--- src/rtl/nvseq_pkg.sv ---
package nvseq_pkg;

  typedef enum logic [2:0] {
    ST_RECALL, ST_IDLE, ST_HWWAIT, ST_STORE, ST_HOLD
  } seq_state_t;

  typedef enum logic [2:0] {
    GO_NONE, GO_AUTO, GO_SW, GO_HW, GO_RCL
  } go_t;

  // Counter width that can hold the largest of four loaded values.
  function automatic int cnt_bits(int a, int b, int c, int d);
    int m;
    m = a;
    if (b > m) m = b;
    if (c > m) m = c;
    if (d > m) m = d;
    return (m < 2) ? 1 : $clog2(m + 1);
  endfunction

  // Trigger priority: power-fail, then software, then pin edge, then recall.
  function automatic go_t pick_go(logic pf_ok, logic sw, logic hw_fall, logic rcl);
    if (pf_ok)        return GO_AUTO;
    else if (sw)      return GO_SW;
    else if (hw_fall) return GO_HW;
    else if (rcl)     return GO_RCL;
    else              return GO_NONE;
  endfunction

endpackage

--- src/rtl/nvseq_timer.sv ---
module nvseq_timer #(
  parameter int W       = 4,
  parameter int RST_VAL = 0
) (
  input  logic         clk,
  input  logic         rst_n,
  input  logic         load,
  input  logic [W-1:0] load_val,
  output logic [W-1:0] cnt,
  output logic         zero
);
  always_ff @(posedge clk or negedge rst_n) begin
    if (!rst_n)          cnt <= W'(RST_VAL);
    else if (load)       cnt <= load_val;
    else if (cnt != '0)  cnt <= cnt - 1'b1;
  end

  assign zero = (cnt == '0);

  // Durations behind R6: the counter rests at zero and never wraps.
  p_timer_floor_r6: assert property (@(posedge clk) disable iff (!rst_n)
    (!load && zero) |=> zero);
endmodule

--- src/rtl/nvseq_dirty.sv ---
module nvseq_dirty (
  input  logic clk,
  input  logic rst_n,
  input  logic wr_strobe,
  input  logic inhibit,
  input  logic clear,
  output logic dirty
);
  always_ff @(posedge clk or negedge rst_n) begin
    if (!rst_n)                      dirty <= 1'b0;
    else if (clear)                  dirty <= 1'b0;
    else if (wr_strobe && !inhibit)  dirty <= 1'b1;
  end

  p_wr_blocked_r1: assert property (@(posedge clk) disable iff (!rst_n)
    (inhibit && !dirty) |=> !dirty);
endmodule

--- src/rtl/nvseq_arbiter.sv ---
module nvseq_arbiter
  import nvseq_pkg::*;
(
  input  logic idle,
  input  logic auto_en,
  input  logic pwr_fail,
  input  logic sw_cmd,
  input  logic hw_fall,
  input  logic rcl_req,
  output go_t  go
);
  always_comb begin
    if (idle) go = pick_go(pwr_fail && auto_en, sw_cmd, hw_fall, rcl_req);
    else      go = GO_NONE;
  end
endmodule

--- src/rtl/nvseq_ctrl.sv ---
module nvseq_ctrl
  import nvseq_pkg::*;
#(
  parameter int DELAY_CYC  = 4,
  parameter int STORE_CYC  = 8,
  parameter int RECALL_CYC = 6,
  parameter int HOLD_CYC   = 3
) (
  input  logic clk,
  input  logic rst_n,
  input  logic hw_pin_in,
  input  logic sw_store_cmd,
  input  logic pwr_fail,
  input  logic auto_off_cmd,
  input  logic recall_req,
  input  logic wr_strobe,
  output logic pin_drive_lo,
  output logic pin_drive_hi,
  output logic store_start,
  output logic recall_start,
  output logic access_inhibit
);
  localparam int CW = cnt_bits(DELAY_CYC, STORE_CYC, RECALL_CYC, HOLD_CYC);
  localparam logic [CW-1:0] LD_DELAY  = CW'(DELAY_CYC - 1);
  localparam logic [CW-1:0] LD_STORE  = CW'(STORE_CYC - 1);
  localparam logic [CW-1:0] LD_RECALL = CW'(RECALL_CYC - 1);
  localparam logic [CW-1:0] LD_HOLD   = CW'(HOLD_CYC - 1);

  seq_state_t state, state_nxt;
  go_t        kind, kind_nxt, go;
  logic       auto_en, hw_prev, st_q, rc_q;
  logic       load, start_st, start_rc, dirty, tzero;
  logic [CW-1:0] load_val, cnt;

  // Named internal events
  logic idle, hw_fall, hw_fire, store_done, recall_done, clear_dirty;
  assign idle        = (state == ST_IDLE);
  assign hw_fall     = hw_prev && !hw_pin_in;
  assign hw_fire     = (state == ST_HWWAIT) && tzero;
  assign store_done  = (state == ST_STORE) && tzero;
  assign recall_done = (state == ST_RECALL) && tzero;
  assign clear_dirty = store_done || recall_done;

  nvseq_arbiter u_arb (
    .idle(idle), .auto_en(auto_en), .pwr_fail(pwr_fail), .sw_cmd(sw_store_cmd),
    .hw_fall(hw_fall), .rcl_req(recall_req), .go(go)
  );

  nvseq_timer #(.W(CW), .RST_VAL(RECALL_CYC - 1)) u_tmr (
    .clk(clk), .rst_n(rst_n), .load(load), .load_val(load_val),
    .cnt(cnt), .zero(tzero)
  );

  nvseq_dirty u_dirty (
    .clk(clk), .rst_n(rst_n), .wr_strobe(wr_strobe), .inhibit(access_inhibit),
    .clear(clear_dirty), .dirty(dirty)
  );

  always_comb begin
    state_nxt = state;
    kind_nxt  = kind;
    load      = 1'b0;
    load_val  = LD_STORE;
    start_st  = 1'b0;
    start_rc  = 1'b0;
    case (state)
      ST_IDLE: begin
        case (go)
          GO_AUTO: if (dirty) begin
            state_nxt = ST_STORE; load = 1'b1; start_st = 1'b1; kind_nxt = GO_AUTO;
          end
          GO_SW: begin
            state_nxt = ST_STORE; load = 1'b1; start_st = 1'b1; kind_nxt = GO_SW;
          end
          GO_HW: begin
            state_nxt = ST_HWWAIT; load = 1'b1; load_val = LD_DELAY;
          end
          GO_RCL: begin
            state_nxt = ST_RECALL; load = 1'b1; load_val = LD_RECALL; start_rc = 1'b1;
          end
          default: ;
        endcase
      end
      ST_HWWAIT: if (tzero) begin
        if (dirty) begin
          state_nxt = ST_STORE; load = 1'b1; start_st = 1'b1; kind_nxt = GO_HW;
        end else begin
          state_nxt = ST_IDLE;
        end
      end
      ST_STORE: if (tzero) begin
        if (kind == GO_AUTO) state_nxt = ST_IDLE;
        else begin
          state_nxt = ST_HOLD; load = 1'b1; load_val = LD_HOLD;
        end
      end
      ST_HOLD:   if (tzero) state_nxt = ST_IDLE;
      ST_RECALL: if (tzero) state_nxt = ST_IDLE;
      default:   state_nxt = ST_IDLE;
    endcase
  end

  always_ff @(posedge clk or negedge rst_n) begin
    if (!rst_n) begin
      state   <= ST_RECALL;
      kind    <= GO_NONE;
      auto_en <= 1'b1;
      hw_prev <= 1'b1;
      st_q    <= 1'b0;
      rc_q    <= 1'b1;
    end else begin
      state   <= state_nxt;
      kind    <= kind_nxt;
      hw_prev <= hw_pin_in;
      st_q    <= start_st;
      rc_q    <= start_rc;
      if (auto_off_cmd) auto_en <= 1'b0;
    end
  end

  assign store_start    = st_q;
  assign recall_start   = rc_q;
  assign pin_drive_lo   = (state == ST_STORE);
  assign pin_drive_hi   = (state == ST_HOLD);
  assign access_inhibit = (state == ST_STORE) || (state == ST_RECALL);

  p_start_inhibit_r1: assert property (@(posedge clk) disable iff (!rst_n)
    (store_start || recall_start) |-> access_inhibit);
  p_hw_clean_r3: assert property (@(posedge clk) disable iff (!rst_n)
    (hw_fire && !dirty) |=> (!store_start && !access_inhibit));
  p_sw_runs_r5: assert property (@(posedge clk) disable iff (!rst_n)
    (idle && sw_store_cmd && !(pwr_fail && auto_en)) |=> store_start);
  p_pin_excl_r7: assert property (@(posedge clk) disable iff (!rst_n)
    !(pin_drive_lo && pin_drive_hi));
  p_hold_follow_r7: assert property (@(posedge clk) disable iff (!rst_n)
    ($fell(pin_drive_lo) && kind != GO_AUTO) |-> pin_drive_hi);
  p_clean_after_r8: assert property (@(posedge clk) disable iff (!rst_n)
    $fell(access_inhibit) |-> !dirty);
  p_auto_off_r9: assert property (@(posedge clk) disable iff (!rst_n)
    !auto_en |=> !auto_en);
  p_busy_ignore_r10: assert property (@(posedge clk) disable iff (!rst_n)
    ((state == ST_STORE) && !tzero) |=> !recall_start);
  p_pf_first_r11: assert property (@(posedge clk) disable iff (!rst_n)
    (idle && pwr_fail && auto_en && !dirty) |=> (!store_start && !recall_start && idle));
endmodule

--- config.mk ---
export PLATFORM = sky130hd
export DESIGN_NAME = nvseq_ctrl
export DESIGN_NICKNAME = d
export VERILOG_FILES = /design/src/rtl/nvseq_pkg.sv /design/src/rtl/nvseq_timer.sv /design/src/rtl/nvseq_dirty.sv /design/src/rtl/nvseq_arbiter.sv /design/src/rtl/nvseq_ctrl.sv
export SDC_FILE = /design/constraint.sdc
export NUM_CORES = 1
export LEC_CHECK = 0
export BUFFER_PORTS_ARGS = -buffer_cell sky130_fd_sc_hd__buf_2
export CORE_ASPECT_RATIO = 0.9
export CORE_MARGIN = 4
export CORE_UTILIZATION = 48
export CTS_BUF_LIST = sky130_fd_sc_hd__clkbuf_8
export CTS_CLUSTER_DIAMETER = 120
export DETAILED_ROUTE_END_ITERATION = 8
export PLACE_DENSITY_LB_ADDON = 0.08
export SYNTH_ARGS = -nofsm -noshare
export SYNTH_HDL_FRONTEND = slang
export SYNTH_SLANG_ARGS = --single-unit
export TNS_END_PERCENT = 30
--- constraint.sdc ---
create_clock -name clk -period 2.4 [get_ports clk]
set_input_delay 0.48 -clock clk [delete_from_list [all_inputs] [get_ports clk]]
set_output_delay 0.48 -clock clk [all_outputs]
set_load 0.01 [all_outputs]
Word-level counts from Yosys, hierarchy flattened --
Cells that the tools add are included.
Word-level totals: RAM bits 0, memories kept 0, logic and storage cells 79, register bits after elaboration 15, bits of input ports 8, memory bits (read-only) 0, output and inout bits 5, latch bits 0
Operators by class: muxes and demuxes 35, shifts and indexed selects 0, order comparisons 0, div/mod/pow operators 0, $mul 0, equal/unequal tests 16, add/sub/neg operators 1, bitwise gates (word level) 0, reduce and logical (&&, ||, !) cells 19
Operators with widths (count):
- 3-bit 2-to-1 mux | 14
- 3-bit case mux with 2 select lines | 4
- 3-bit case mux with 4 select lines | 2
- 3-bit by 2-bit equality test with 1-bit output (second input constant) | 4
- 5-bit AND reduction | 2
- 3-bit by 1-bit equality test with 1-bit output (second input constant) | 3
- 1-bit 2-to-1 mux | 8
- 4-bit 2-to-1 mux | 2
- 3-bit equality test (second input constant) | 2
- 2-bit by 1-bit inequality test with 1-bit output (second input constant) | 3
- 1-bit case mux with 2 select lines | 3
- 2-bit nonzero test | 3
- 1-bit logical AND | 5
- 5-bit by 1-bit inequality test with 1-bit output (second input constant) | 1
- 4-bit zero test | 1
- 4-bit nonzero test | 1
- 4-bit by 1-bit subtractor with 4-bit output (second input constant) | 1
- 3-bit zero test | 1
- 3-bit by 1-bit inequality test with 1-bit output (second input constant) | 1
- 3-bit by 2-bit inequality test with 1-bit output (second input constant) | 1
- 1-bit case mux with 3 select lines | 1
- 3-bit OR reduction | 1
- 1-bit zero test | 2
- 1-bit logical OR | 2
- other kinds (3) | 3

Depth between registers and ports, before layout --
word-level depth 11, mapped depth 6, depth with buffers taken out 6

Hierarchy --
A second synthesis with hierarchy kept.
Second synthesis, totals: cell total of the unflattened synthesis 92, area total of the unflattened synthesis 873.3 sq um
Modules (own cells, without submodules):
- nvseq_ctrl | instances 1, cells an instance 60, seq. area each 229.0 sq um, area each 551.8 sq um
- nvseq_timer | instances 1, cells an instance 22, seq. area each 102.6 sq um, area each 236.5 sq um
- nvseq_dirty | instances 1, cells an instance 4, seq. area each 25.0 sq um, area each 43.8 sq um
- nvseq_arbiter | instances 1, cells an instance 6, seq. area each 0.0 sq um, area each 41.3 sq um

Worst setup path before layout --
Ideal clock, no wire load.
path kind reg2reg, start reg u_tmr.cnt[0], end reg state[0], path buffers 0, data required time 2.306 ns, cell stages (with the launch flop) 7, clock period less this slack 1.622 ns, library setup time 0.094 ns, data arrival time 1.528 ns, path slack 0.778 ns, cell sequence dfstp_2 > inv_1 > ha_1 > nor3b_4 > o22ai_1 > a31o_1 > a221oi_2
Between the ends: cells in the longest elaborated chain, start to end 3, elaborated cells between the ends (all ways) 5, those cells by class 3 x eq/ne; 2 x reduce/logical
RTL lines:
- from (decl) | line nvseq_timer.sv:9 | output logic [W-1:0] cnt,
- from (signal assigned) | line nvseq_timer.sv:13 | if (!rst_n) cnt <= W'(RST_VAL);
- from (signal assigned) | line nvseq_timer.sv:14 | else if (load) cnt <= load_val;
- from (signal assigned) | line nvseq_timer.sv:15 | else if (cnt != '0) cnt <= cnt - 1'b1;
- 4-bit zero test * | line nvseq_timer.sv:18 | assign zero = (cnt == '0);
- 2-bit inequality test (no source line) / 2-bit by 1-bit inequality test with 1-bit output (equally long branches)
- 5-bit AND reduction (no source line) *
- to (signal assigned) | line nvseq_ctrl.sv:112 | state <= state_nxt;
- to (decl) | line nvseq_ctrl.sv:29 | seq_state_t state, state_nxt;
Mark *: on every way between the ends. The rest lies on a longest branch, timed or not. A chain may end at the register's enable or synchronous reset.

Final worst setup path --
Same ends and word-level chain as after synthesis.

==> flow_summary.ini <==
[status]
outcome = finished, final reports clean

[route]
wl_per_cell_um = 13.33
drt_iter0_markers = 14
m1WireLength_um = 800
via_count = 640
route.detailed.drc = 0
highest_layer = met4
dr.pass1.iters = 4
wl_met2_um = 658
detail_route.wirelength_um = 1573
met3WireLength_um = 94
ant_nets = 0
viasPerCell = 5.424

[clock_network]
cts_hold_buf = 0
cts_sinks = 14
insertion_delay_ps = 240
cts_setup_buffers = 0
cts_tree = built
cts_max_level = 1
cts_resized = 0
clk_pin_slew_ps = 60
cts_root_buf = clkbuf_8
clk_path_buf_depth = 2
cts_made_buffers = 3

[floorplanning]
design.die.area_mm2 = 0.002402
num_rows = 13
die_w_um = 51.22
boundaryPins = 13
die_y_um = 46.90
core-area_mm2 = 0.001513
start_util_pct = 53.35

[worst_hold_path]
holdCritPathClass = primary input to asynchronous set/reset pin

[setup_path]
end_kind = flip-flop
r2r_slack_ps = 600
cp.arrival_ps = 1960
path_class = flip-flop to flip-flop
path_cells = inv_1 > ha_1 > nor3b_4 > o22ai_1 > a31o_1 > a221oi_2
cp_data_required_time_ps = 2550
startpoint = u_tmr.cnt[0]
max_stage_delay_ps = 400
crit-reg2reg-launch = u_tmr.cnt[0]
start_kind = flip-flop
worst_path_max_delay_cell = nor3b_4
crit_fanout = 9

[synth]
synth_common_cells = dfrtp_1 (9), a21oi_1 (7), inv_1 (6), nor2_1 (6)
ys.flop_type = dfrtp_1
synth_edf_count = 0
seq_area_frac_synth_pct = 44.19
synth_fp_nets = 92
synth_cell_types = 36
synth.most_common_cell = dfrtp_1
synth_cells = 83
ys_warn_count = 0
syn_area_per_cell_um2 = 9.723
synth_top_area_cell = dfrtp_1
synthArstFlopShare_pct = 100.0
yosys-top-cells-area = dfrtp_1 (28%), dfstp_2 (16%), nor3b_4 (4.7%)
synth_top_area_share_pct = 27.91
synth-seq-cells = 14
syn-cell-area_um2 = 807.0

[timing]
setup_viol = 0
rsz0062_at_grt = false
maxSlewViolCount = 0
clock.fmax_mhz = 554.4
setup-tns-final_ps = 0
tightest_slew_ps = 385.3
finalCritPeriodShare_pct = 75.16
finalHoldViolCount = 0
max_slew_margin_pct = 74.12
finalCriticalPeriod_ps = 1804
finalClockSkew_ps = 1.199

[global_routing]
gr-total-overflow = 0
grt_pass1_wl_um = 2849
gr-usage-all-layers_pct = 16.70
grt_pass1_vias = 627
antenna_found_initial = 0
grt_start_max_net_pins = 15

[placed_design]
postPlaceCellArea_um2 = 879.6
place_hpwl_um = 1166
io_buffers = 12
gp_congestion = 0.8618

[job]
cap_violations = 0

[layout]
diodes = 0
fin_nets = 106
areaGrowthSynthToFinish_pct = 15.81
drive_above_1_share_pct = 26.04
fin_area_um2 = 934.6

[power]
switching_power_mw = 0.4709
seqPwrFrac_pct = 37.0
netSwitchingFraction_pct = 38.81
power_frac_comb_pct = 44.5
worst_ir_drop_vdd_mv = 0.7662
power_leakage_nw = 0.4144
clock_power_share_pct = 18.6
power.internal_mw = 0.7423
power_density_mw_per_mm2 = 1298
-- path summary, 6_finish.rpt --
| path | endpoint | cells after the start |
|---|---|---|
| max | state[0] | 6 |
| min | u_tmr.cnt[3] | 1 |
| max reg2reg | state[0] | 6 |
| min reg2reg | auto_en | 1 |
| max in group asynchronous | hw_prev | 1 |
| min in group clk | auto_en | 2 |
-- worst max-delay path, delay by kind of cell (launching register included) --
kind | cells | cell delay [ps]
AO/OA/AOI/OAI | 3 | 650
AND/OR/NAND/NOR | 1 | 400
buffers and inverters | 1 | 80
flip-flops | 1 | 360
adder cells (fa/ha/maj) | 1 | 220
-- layer usage --
layer | global-route usage, % | vias up
met3 | 5.714 | 4
met1 | 22.53 | 296
met5 | 0 | -
met4 | 7.853 | 0
li1 | - | 324
met2 | 24.42 | 16
-- cell usage in the layout (no fill, tap or decap), drive strengths merged, types with 3 or more instances in the layout --
master	count
nor3b	3
nand3	3
inv	6
clkbuf	4
buf	12
dfrtp	9
nor2b	5
a21oi	7
nand2b	3
nand2	4
nor2	6
dfstp	5
-- sequential cells by signal (all words and copies together), names as in the netlist --
| register | flops |
|---|---|
| store_start | 1 |
| u_tmr.cnt | 4 |
| auto_en | 1 |
| recall_start | 1 |
| hw_prev | 1 |
| kind | 2 |
| state | 3 |
| u_dirty.dirty | 1 |
-- per-stage QoR --
stage	power (mW)	instances	utilization (%)	hold WS, ps	setup slack, ps
2_1_floorplan	0.8628	83	-	184.4	777.8
3_3_place_gp	0.9828	114	58.15	393.8	693.2
3_5_place_dp	0.9834	114	58.15	395.5	612.9
5_1_grt	1.312	118	61.79	139.0	413.0
4_1_cts	1.225	118	61.79	126.9	599.3
6_report	1.213	118	61.79	125.8	596.1
-- logic make-up (layout without fill, tap and decap cells) --
family,Yosys count,after routing,share of synthesized area [%]
compound gates,24,24,20.78
xor+xnor,2,2,2.171
mux,2,2,2.636
buf+inv,9,22,4.650
flops,14,14,44.19
simple gates,31,31,24.03
fa+ha+maj,1,1,1.550
-- cell type report --
| cell class | instances | area (um2) |
|---|---|---|
| clock buffers | 4 | 55.05 |
| fillers | 128 | 578.1 |
| inverters | 6 | 22.52 |
| multi-input cells | 60 | 412.9 |
| flip-flops and latches | 14 | 356.6 |
| well taps | 22 | 27.53 |
| repair buffers | 12 | 60.06 |
-- power groups by stage --
stage	Sequential [mW]	Clock, mW	Combinational, mW
CTS	0.447	0.238	0.540
finish	0.449	0.225	0.540
detailed placement	0.449	0	0.534
global placement	0.444	0	0.539
global route	0.467	0.245	0.600
floorplan	0.383	0	0.480
(Power assumes the default switching activity.)
